===== src/rtl/rtc_regbank_pkg.sv =====
package rtc_regbank_pkg;

    localparam int ADDR_W     = 6;
    localparam int NUM_FIELDS = 8;
    localparam int NUM_PLAIN  = 6;
    localparam int FN_COUNT   = 14;

    typedef logic [7:0] bcd_t;
    typedef bcd_t [NUM_FIELDS-1:0] time_vec_t;

    typedef enum logic [2:0] {
        F_HUND = 3'd0,
        F_SEC  = 3'd1,
        F_MIN  = 3'd2,
        F_HOUR = 3'd3,
        F_DOW  = 3'd4,
        F_DATE = 3'd5,
        F_MON  = 3'd6,
        F_YEAR = 3'd7
    } field_e;

    localparam logic [2:0] PL_CMD = 3'd3;

    typedef enum logic [1:0] {
        K_TIME  = 2'd0,
        K_PLAIN = 2'd1,
        K_USER  = 2'd2
    } kind_e;

    typedef struct packed {
        kind_e      kind;
        logic [2:0] idx;
    } decode_t;

    typedef struct packed {
        logic wrap;
        bcd_t val;
    } step_t;

    localparam time_vec_t RESET_TIME =
        {8'h00, 8'h01, 8'h01, 8'h01, 8'h00, 8'h00, 8'h00, 8'h00};

    function automatic decode_t decode_addr(input logic [ADDR_W-1:0] a);
        decode_t d;
        d.kind = K_TIME;
        d.idx  = 3'd0;
        case (a)
            6'h00: d.idx = F_HUND;
            6'h01: d.idx = F_SEC;
            6'h02: d.idx = F_MIN;
            6'h04: d.idx = F_HOUR;
            6'h06: d.idx = F_DOW;
            6'h08: d.idx = F_DATE;
            6'h09: d.idx = F_MON;
            6'h0A: d.idx = F_YEAR;
            6'h03: begin d.kind = K_PLAIN; d.idx = 3'd0; end
            6'h05: begin d.kind = K_PLAIN; d.idx = 3'd1; end
            6'h07: begin d.kind = K_PLAIN; d.idx = 3'd2; end
            6'h0B: begin d.kind = K_PLAIN; d.idx = PL_CMD; end
            6'h0C: begin d.kind = K_PLAIN; d.idx = 3'd4; end
            6'h0D: begin d.kind = K_PLAIN; d.idx = 3'd5; end
            default: d.kind = K_USER;
        endcase
        return d;
    endfunction

    function automatic logic is_leap(input bcd_t yr);
        logic [6:0] bin;
        bin = 7'(yr[7:4]) * 7'd10 + 7'(yr[3:0]);
        return (bin[1:0] == 2'b00);
    endfunction

    function automatic bcd_t month_len(input bcd_t mon, input bcd_t yr);
        case (mon)
            8'h02:                      return is_leap(yr) ? 8'h29 : 8'h28;
            8'h04, 8'h06, 8'h09, 8'h11: return 8'h30;
            default:                    return 8'h31;
        endcase
    endfunction

    function automatic bcd_t field_lo(input field_e f);
        return (f == F_DOW || f == F_DATE || f == F_MON) ? 8'h01 : 8'h00;
    endfunction

    function automatic bcd_t field_hi(input field_e f, input bcd_t mlen);
        case (f)
            F_SEC, F_MIN: return 8'h59;
            F_HOUR:       return 8'h23;
            F_DOW:        return 8'h07;
            F_DATE:       return mlen;
            F_MON:        return 8'h12;
            default:      return 8'h99;
        endcase
    endfunction

    function automatic field_e carry_src(input field_e f);
        case (f)
            F_SEC:        return F_HUND;
            F_MIN:        return F_SEC;
            F_HOUR:       return F_MIN;
            F_DOW, F_DATE: return F_HOUR;
            F_MON:        return F_DATE;
            F_YEAR:       return F_MON;
            default:      return F_HUND;
        endcase
    endfunction

    function automatic step_t bcd_step(input bcd_t v, input bcd_t lo, input bcd_t hi);
        step_t s;
        if (v >= hi) begin
            s.wrap = 1'b1;
            s.val  = lo;
        end else if (v[3:0] >= 4'd9) begin
            s.wrap = 1'b0;
            s.val  = {v[7:4] + 4'd1, 4'd0};
        end else begin
            s.wrap = 1'b0;
            s.val  = v + 8'd1;
        end
        return s;
    endfunction

endpackage


===== src/rtl/rtc_time_core.sv =====
module rtc_time_core
    import rtc_regbank_pkg::*;
(
    input  logic      clk,
    input  logic      rst,
    input  logic      tick,
    input  logic      wr_en,
    input  field_e    wr_field,
    input  bcd_t      wr_data,
    output time_vec_t cur,
    output time_vec_t nxt
);

    time_vec_t             adv;
    logic [NUM_FIELDS-1:0] carry;
    logic [NUM_FIELDS-1:0] wrap;
    bcd_t                  mlen;
    step_t                 st;

    always_comb begin
        mlen  = month_len(cur[F_MON], cur[F_YEAR]);
        adv   = cur;
        carry = '0;
        wrap  = '0;
        st    = '0;
        for (int f = 0; f < NUM_FIELDS; f++) begin
            if (f == 0) carry[f] = tick;
            else        carry[f] = wrap[carry_src(field_e'(f))];
            st = bcd_step(cur[f], field_lo(field_e'(f)), field_hi(field_e'(f), mlen));
            if (carry[f]) begin
                adv[f]  = st.val;
                wrap[f] = st.wrap;
            end
        end
        nxt = adv;
        if (wr_en) nxt[wr_field] = wr_data;
    end

    always_ff @(posedge clk) begin
        if (rst) cur <= RESET_TIME;
        else     cur <= nxt;
    end

endmodule


===== src/rtl/rtc_visible_bank.sv =====
module rtc_visible_bank
    import rtc_regbank_pkg::*;
#(
    parameter int FREEZE_BIT = 7
) (
    input  logic                   clk,
    input  logic                   rst,
    input  logic                   tick,
    input  time_vec_t              int_next,
    input  logic                   wr_time,
    input  logic                   wr_plain,
    input  logic [2:0]             idx,
    input  bcd_t                   wdata,
    output time_vec_t              vis_time,
    output bcd_t [NUM_PLAIN-1:0]   plain_q,
    output logic                   freeze
);

    assign freeze = plain_q[PL_CMD][FREEZE_BIT];

    always_ff @(posedge clk) begin
        if (rst) begin
            vis_time <= RESET_TIME;
        end else if (tick && !freeze) begin
            vis_time <= int_next;
        end else if (wr_time) begin
            vis_time[idx] <= wdata;
        end
    end

    always_ff @(posedge clk) begin
        if (rst)           plain_q <= '0;
        else if (wr_plain) plain_q[idx] <= wdata;
    end

endmodule


===== src/rtl/rtc_user_ram.sv =====
module rtc_user_ram #(
    parameter int AW    = 6,
    parameter int BASE  = 14,
    parameter int DEPTH = 50
) (
    input  logic          clk,
    input  logic          rst,
    input  logic          we,
    input  logic [AW-1:0] addr,
    input  logic [7:0]    wdata,
    output logic [7:0]    rdata
);

    localparam logic [AW-1:0] BASE_L  = AW'(BASE);
    localparam logic [AW-1:0] DEPTH_L = AW'(DEPTH);

    logic [7:0]    mem [DEPTH];
    logic [AW-1:0] off;
    logic          in_range;

    assign off      = addr - BASE_L;
    assign in_range = (addr >= BASE_L) && (off < DEPTH_L);
    assign rdata    = in_range ? mem[off] : 8'h00;

    always_ff @(posedge clk) begin
        if (rst) begin
            for (int i = 0; i < DEPTH; i++) mem[i] <= 8'h00;
        end else if (we && in_range) begin
            mem[off] <= wdata;
        end
    end

endmodule


===== src/rtl/rtc_regbank.sv =====
module rtc_regbank
    import rtc_regbank_pkg::*;
#(
    parameter int FREEZE_BIT = 7
) (
    input  logic              clk,
    input  logic              rst,
    input  logic              tick,
    input  logic              bus_en,
    input  logic              bus_we,
    input  logic [ADDR_W-1:0] bus_addr,
    input  logic [7:0]        bus_wdata,
    output logic              rd_valid,
    output logic [7:0]        rd_data
);

    localparam int USER_DEPTH = (1 << ADDR_W) - FN_COUNT;

    decode_t              dec;
    logic                 wr_time;
    logic                 wr_plain;
    logic                 wr_user;
    time_vec_t            int_time;
    time_vec_t            int_next;
    time_vec_t            vis_time;
    bcd_t [NUM_PLAIN-1:0] plain_q;
    logic                 freeze;
    bcd_t                 user_rd;
    bcd_t                 rd_mux;

    assign dec      = decode_addr(bus_addr);
    assign wr_time  = bus_en && bus_we && (dec.kind == K_TIME);
    assign wr_plain = bus_en && bus_we && (dec.kind == K_PLAIN);
    assign wr_user  = bus_en && bus_we && (dec.kind == K_USER);

    rtc_time_core u_core (
        .clk      (clk),
        .rst      (rst),
        .tick     (tick),
        .wr_en    (wr_time),
        .wr_field (field_e'(dec.idx)),
        .wr_data  (bus_wdata),
        .cur      (int_time),
        .nxt      (int_next)
    );

    rtc_visible_bank #(.FREEZE_BIT(FREEZE_BIT)) u_vis (
        .clk      (clk),
        .rst      (rst),
        .tick     (tick),
        .int_next (int_next),
        .wr_time  (wr_time),
        .wr_plain (wr_plain),
        .idx      (dec.idx),
        .wdata    (bus_wdata),
        .vis_time (vis_time),
        .plain_q  (plain_q),
        .freeze   (freeze)
    );

    rtc_user_ram #(.AW(ADDR_W), .BASE(FN_COUNT), .DEPTH(USER_DEPTH)) u_user (
        .clk   (clk),
        .rst   (rst),
        .we    (wr_user),
        .addr  (bus_addr),
        .wdata (bus_wdata),
        .rdata (user_rd)
    );

    always_comb begin
        case (dec.kind)
            K_TIME:  rd_mux = vis_time[dec.idx];
            K_PLAIN: rd_mux = plain_q[dec.idx];
            default: rd_mux = user_rd;
        endcase
    end

    always_ff @(posedge clk) begin
        if (rst) begin
            rd_valid <= 1'b0;
            rd_data  <= 8'h00;
        end else begin
            rd_valid <= bus_en && !bus_we;
            if (bus_en && !bus_we) rd_data <= rd_mux;
        end
    end

endmodule


===== config.mk =====
export PLATFORM = sky130hd
export DESIGN_NAME = rtc_regbank
export DESIGN_NICKNAME = d
export VERILOG_FILES = /design/src/rtl/rtc_regbank_pkg.sv /design/src/rtl/rtc_time_core.sv /design/src/rtl/rtc_visible_bank.sv /design/src/rtl/rtc_user_ram.sv /design/src/rtl/rtc_regbank.sv
export SDC_FILE = /design/constraint.sdc
export NUM_CORES = 1
export LEC_CHECK = 0
export BUFFER_PORTS_ARGS = -buffer_cell sky130_fd_sc_hd__buf_2
export CORE_MARGIN = 2
export CORE_UTILIZATION = 27
export CTS_CLUSTER_SIZE = 12
export DETAILED_ROUTE_END_ITERATION = 8
export PLACE_DENSITY_LB_ADDON = 0.15
export SLEW_MARGIN = 15
export SYNTH_ARGS = -nofsm -noshare
export SYNTH_HDL_FRONTEND = slang
export SYNTH_SLANG_ARGS = --single-unit

===== constraint.sdc =====
create_clock -name clk -period 4.2 [get_ports clk]
set_clock_uncertainty 0.2 [all_clocks]
set_input_delay 0.21 -clock clk [delete_from_list [all_inputs] [get_ports clk]]
set_output_delay 0.21 -clock clk [all_outputs]
set_load 0.005 [all_outputs]

==> After elaboration in Yosys (flattened, before gate mapping) <==
Memories as Yosys holds them, arrays and structs flattened.
Index checks and enable logic that the tools add are counted.
{ "op_classes": {"n_addsub": 18, "n_mul": 1, "n_div": 0, "magnitude_cmp": 20, "n_eq_ne": 20, "n_shift": 0, "n_mux": 56, "bitwise_logic": 0, "reduce_logical": 24} }
{ "op_table": {"columns": ["op", "count"], "rows": [
  ["2-to-1 mux 64 bit", 3],
  ["2-to-1 mux 8 bit", 23],
  ["bitwise mux 64 bit", 2],
  ["adder 8 x 1 -> 8 bit (second input constant)", 8],
  ["2-to-1 mux 9 bit", 6],
  ["binary-select mux 8 bit (select 3 bit)", 2],
  ["bitwise mux 48 bit", 1],
  ["equality test 6 x 4 -> 1 bit (second input constant)", 6],
  ["adder 4 x 1 -> 4 bit (second input constant)", 8],
  ["greater-or-equal comparator 4 bit (second input constant)", 8],
  ["one-hot mux 8 bit (2 select lines)", 2],
  ["demux 8 bit (select 3 bit)", 1],
  ["equality test 6 x 3 -> 1 bit (second input constant)", 4],
  ["one-hot mux 3 bit (7 select lines)", 1],
  ["equality test 8 x 3 -> 1 bit (second input constant)", 2],
  ["greater-or-equal comparator 8 x 7 -> 1 bit (second input constant)", 2],
  ["greater-or-equal comparator 8 bit (second input constant)", 2],
  ["OR reduction 8 bit", 2],
  ["2-to-1 mux 1 bit", 13],
  ["equality test 6 x 2 -> 1 bit (second input constant)", 2],
  ["OR reduction 2 bit", 5],
  ["logical AND 1 bit", 9],
  ["equality test 8 x 2 -> 1 bit (second input constant)", 1],
  ["equality test 8 x 4 -> 1 bit (second input constant)", 1],
  ["other kinds (23)", 25]
]} }
{ "word_totals": {"reg_bits": 185, "latchBits": 0, "mem_bits_rw": 400, "mem_bits_ro": 0, "input_bits": 19, "out_inout_bits": 9, "elab_cells": 164, "mem_count": 1} }
{ "mem_list": {"columns": ["name", "depth", "word_bits", "read_ports", "rd_ports_with_merged_regs", "write_ports", "line", "text"], "rows": [
  ["u_user.mem", 50, 8, 1, 0, 50, "rtc_user_ram.sv:17", "logic [7:0] mem [DEPTH];"]
]} }

==> Longest topological paths before layout <==
{ "logic_depth": {"word_depth": 13, "mapped_depth": 16, "mapped_depth_nobuf": 15} }

==> Modules after synthesis <==
Synthesis repeated with hierarchy kept, for this count alone.
{ "unflattened": {"hier_cells": 2753, "hier_area_um2": 32602.5} }
{ "modules_own_cells": {"columns": ["module", "n_inst", "cells_each", "area_each_um2", "seq_area_each_um2"], "rows": [
  ["rtc_user_ram", 1, 1394, 21366.7, 13933.4],
  ["rtc_time_core", 1, 629, 4889.7, 1281.2],
  ["rtc_visible_bank", 1, 498, 4770.8, 2242.2],
  ["rtc_regbank", 1, 232, 1575.3, 180.2]
]} }

==> Worst setup path before layout <==
Ideal clock, no wire load.
{ "synth_path": {"path_type": "input -> register", "start": "input port bus_addr[2]", "end": "memory u_user.mem[31][0] (enable)", "setup_ns": 0.384, "arrival_time_ns": 2.622, "required_ns": 3.616, "path_slack_ns": 0.994, "cell_stages": 10, "n_path_buf": 4, "cell_sequence": "buf_2 -> buf_2 -> inv_2 -> ha_1 -> buf_2 -> nor2_1 -> o221a_4 -> nand2_2 -> buf_4 -> o21ai_0"} }
{ "synth_rtl": {"columns": ["element", "line", "text"], "rows": [
  ["start, declared", "rtc_regbank.sv:11", "input logic [ADDR_W-1:0] bus_addr,"],
  ["end, declared", "rtc_user_ram.sv:17", null]
]} }

==> Final worst setup path <==
{ "layout_path": {"start": "register u_core.cur[49] in the netlist's numbering", "end": "register u_core.cur[54] in the netlist's numbering"} }
{ "layout_via": {"elab_chain_len": 9, "elab_cells_between_ends": 18, "cone_classes": "add/sub (1); order compare (3); eq/ne (5); mux (8); reduce/logical (1)"} }
{ "layout_rtl": {"columns": ["element", "line", "text"], "rows": [
  ["start, declared", "rtc_time_core.sv:10", "output time_vec_t cur,"],
  ["start signal, assigned", "rtc_time_core.sv:41", "else cur <= nxt;"],
  ["equality test 8 x 3 -> 1 bit, or another cell as far along", "rtc_regbank_pkg.sv:74", "case (mon)"],
  ["OR reduction 4 bit", "rtc_regbank_pkg.sv:74", null],
  ["one-hot mux 8 bit (2 select lines)", "rtc_regbank_pkg.sv:74", null],
  ["greater-or-equal comparator 8 bit", "rtc_regbank_pkg.sv:110", "if (v >= hi) begin"],
  ["2-to-1 mux 9 bit", "rtc_regbank_pkg.sv:110", null],
  ["2-to-1 mux 1 bit", "rtc_time_core.sv:30", "if (carry[f]) begin"],
  ["2-to-1 mux 8 bit *", "rtc_time_core.sv:30", null],
  ["bitwise mux 64 bit", "rtc_time_core.sv:36", "if (wr_en) nxt[wr_field] = wr_data;"],
  ["2-to-1 mux 64 bit *", "rtc_time_core.sv:36", null]
]} }
Every way passes the cells marked *; elsewhere a longest branch is shown, timed or not.
A chain may end at the register's enable or synchronous reset.

==> impl_results.md <==
* Outcome: finished, final reports clean
* IO Pins at 28
* Unique masters post-synth at 92
* Fmax at 0.261 GHz
* Post-DR vias/cell at 5.03
* CP arrival at 4160 ps
* Vias in the first global route at 21600
* Worst-path fanout max at 12
* CTS sink cnt at 621
* Syn. warnings at 0
* Die Y at 341 um
* RSZ-0062 raised after global routing: false
* Sequential Power Share at 0.470
* Final instance area at 35400 um2
* Clock Tree Root: clkbuf_16
* Postcts setup bufs at 0
* HPWL after detailed placement at 67100 um
* Area delta synth->final at 15.4%
* Power Density at 413 nW/um2
* Endpoints failing setup at 0
* Top cell by count, worst path: a21oi_1
* Std-Cell Rows at 123
* Later-pin clock latency in the skew report at 630 ps
* Top post-synthesis cells by area: edfxtp_1, dfxtp_1, and2_1, mux4_2, mux2i_1
* Crit-path slowest cell: nor3_2
* Final worst-path cycle share at 0.913
* Int Pwr at 0.0110 W
* Routed WL at 98500 um
* VDD IR max at 0.289 mV
* First-pass GRT wire length at 147000 um
* Seq cells post-synth at 621
* TritonCTS clock tree: built
* Post-synth EDFFs at 436
* Iteration count of the initial detailed-routing pass at 5
* Residual DRC at 0
* Placement Cell Area at 32900 um2
* First DRT Iteration DRCs at 1585
* Critical Path Start Type: register
* Combinational Power Share at 0.085
* Total track usage at 0.168
* Min cycle time layout at 3830 ps
* Worst EP required at 4530 ps
* Count of input and output buffers at 27
* Antenna Nets Post-Route at 0
* Final #Nets at 2769
* Synth Instances at 2652
* Post-synth top area share at 0.427
* Largest delay share family, worst path: simple AND/OR/NAND/NOR gates
* Core Box Area at 113000 um2
* Worst-path clk slew at 60 ps
* Hold Path Class: input port to register
* Wire per inst at 23.1 um
* Total global routing overflow at 0
* Delay of the slowest cell on the worst path at 570 ps
* Crit Path Class: register to register
* Max_cap viols at 0
* Initial antenna violation count at 5
* Largest net degree at the start of global routing at 91
* Synth area leader: edfxtp_1
* Vias at 21400
* Clock Power Share at 0.444
* Post-synth design cell area at 30700 um2
* Switch share at 0.244
* Avg Inst Size Synth at 11.6 um2
* TritonCTS buffer count at 74
* CP Capture Type: register
* Die area at 116000 um2
* Worst-case clock buffer depth at 3
* Final Slew Violations at 0
* Die width at 341 um
* GPL Wtd Cong at 0.867
* H-Tree Depth at 3
* Crit-path cells: inv_1, ha_1, nand3b_1, a21oi_1, a31oi_1, nor3_1, a21oi_1, ha_1, nor4b_1, o22a_1, and2_1, nor3_2, a31oi_1, or3_1, a21oi_1
* Buf/Inv on CP at 1
* Starting Density at 0.272
* Worst slew margin at 0.240
* Final hold vios at 0
* Layout cells sized above 1 at 0.153
* Ys flop type: edfxtp_1
* Worst Tran Pin Value at 1130 ps
* Seq/Total Area, Yosys at 0.547
* Switching power at 0.00356 W
* Leakage power total at 12.3 nW
* Async SR Flop Fraction at 0
* Setup TNS at 0 ps
kinds of logic after synthesis:
logic type / share of synthesized area
AND/OR/NAND/NOR: 0.177
flip-flops: 0.547
AO/OA/AOI/OAI: 0.107
buffers and inverters: 0.0343
multiplexers: 0.110
adder cells (fa/ha/maj): 0.0208
XOR/XNOR: 0.00314
other: 0.000122
worst paths after layout:
check | start | to | slack [ps] | depth (start not counted)
max | u_core.cur[49]$_SDFF_PP0_ | u_core.cur[54]$_SDFF_PP0_ | 370 | 15
min | bus_wdata[4] | u_core.cur[60]$_SDFF_PP0_ | 40 | 3
max reg2reg | u_core.cur[49]$_SDFF_PP0_ | u_core.cur[54]$_SDFF_PP0_ | 370 | 15
min reg2reg | u_vis.plain_q[8]$_SDFFE_PP0P_ | u_vis.plain_q[8]$_SDFFE_PP0P_ | 280 | 2
power groups by stage:
stage / logic, W / clock network, W / registers [W]
6_report: 0.00125 / 0.00648 / 0.00687
5_1_grt: 0.00133 / 0.00689 / 0.00689
4_1_cts: 0.00126 / 0.00665 / 0.00687
3_5_place_dp: 0.00125 / 0 / 0.00700
3_3_place_gp: 0.00125 / 0 / 0.00700
2_1_floorplan: 0.000733 / 0 / 0.00695
routing by layer:
metal	vias up	GRT usage	routed length, um
met1	10800	0.239	46400
met2	566	0.263	44500
li1	9859	-	-
met3	130	0.0316	5540
met4	6	0.0421	1960
met5	-	0	35
layout by cell type (no fill, tap or decap), drive strengths merged, types with 26 or more instances in the layout:
master / n
a211oi: 51
o21ai: 127
a21oi: 112
and2: 419
nand2: 161
ha: 51
edfxtp: 436
nand3: 54
inv: 49
clkbuf: 102
mux2i: 103
mux4: 100
nor3: 43
a31oi: 26
nor2: 236
dfxtp: 185
buf: 148
o22ai: 37
what timing repair did:
action	4_1_cts	5_1_grt
gates resized for setup	1	0
setup endpoints to repair	1	0
hold buffers	9	0
hold endpoints to repair	28	0
flip-flops by register name, indices dropped and copies added, names as in the netlist:
signal          count
rd_data             8
rd_valid            1
u_user.mem        436
u_vis.freeze        1
u_core.cur         64
u_vis.vis_time     64
u_vis.plain_q      47
area by class of cell:
| class | instances | area, um2 |
|---|---|---|
| well taps | 1500 | 1880 |
| repair buffers | 157 | 1230 |
| clock inverters | 30 | 312 |
| inverters | 45 | 169 |
| multi-input cells | 1800 | 12900 |
| flip-flops and latches | 621 | 16800 |
| fillers | 11400 | 77300 |
| diodes | 1 | 2.50 |
| clock buffers | 102 | 2110 |
through the flow:
step | std cells | utilization | hold slack [ps] | power, W | worst slack [ps]
after floorplan | 2659 | - | 109 | 0.00768 | 994
after global placement | 4114 | 0.292 | 263 | 0.00824 | 31.6
after detailed placement | 4114 | 0.292 | 270 | 0.00825 | 55.4
after CTS | 4255 | 0.314 | 3.08 | 0.0148 | 417
after global routing | 4255 | 0.314 | 44.7 | 0.0151 | 43.6
final | 4256 | 0.314 | 37.6 | 0.0146 | 366
cell usage after synthesis (all sizes together) (6+ instances only):
library cell,count
edfxtp,436
and2,419
nor2,236
dfxtp,185
nand2,161
o21ai,127
clkbuf,118
a21oi,112
mux2i,103
mux4,100
buf,75
nand3,54
a211oi,51
ha,51
inv,45
nor3,43
o22ai,37
a31oi,26
nor2b,22
nand2b,14
nand4,13
a311oi,12
nor4,11
o211ai,11
o31ai,11
a21o,10
a22oi,10
and3,10
o221ai,9
or2,9
mux2,8
or3,8
xor2,8
a32oi,7
o221a,7
a21boi,6
nor3b,6
o21a,6
worst min-delay path, cell delays in order:
cell and delay [ps]:
buf_2 360, nand2_1 150, a21oi_1 60
Power figures use the tool's default switching activity.
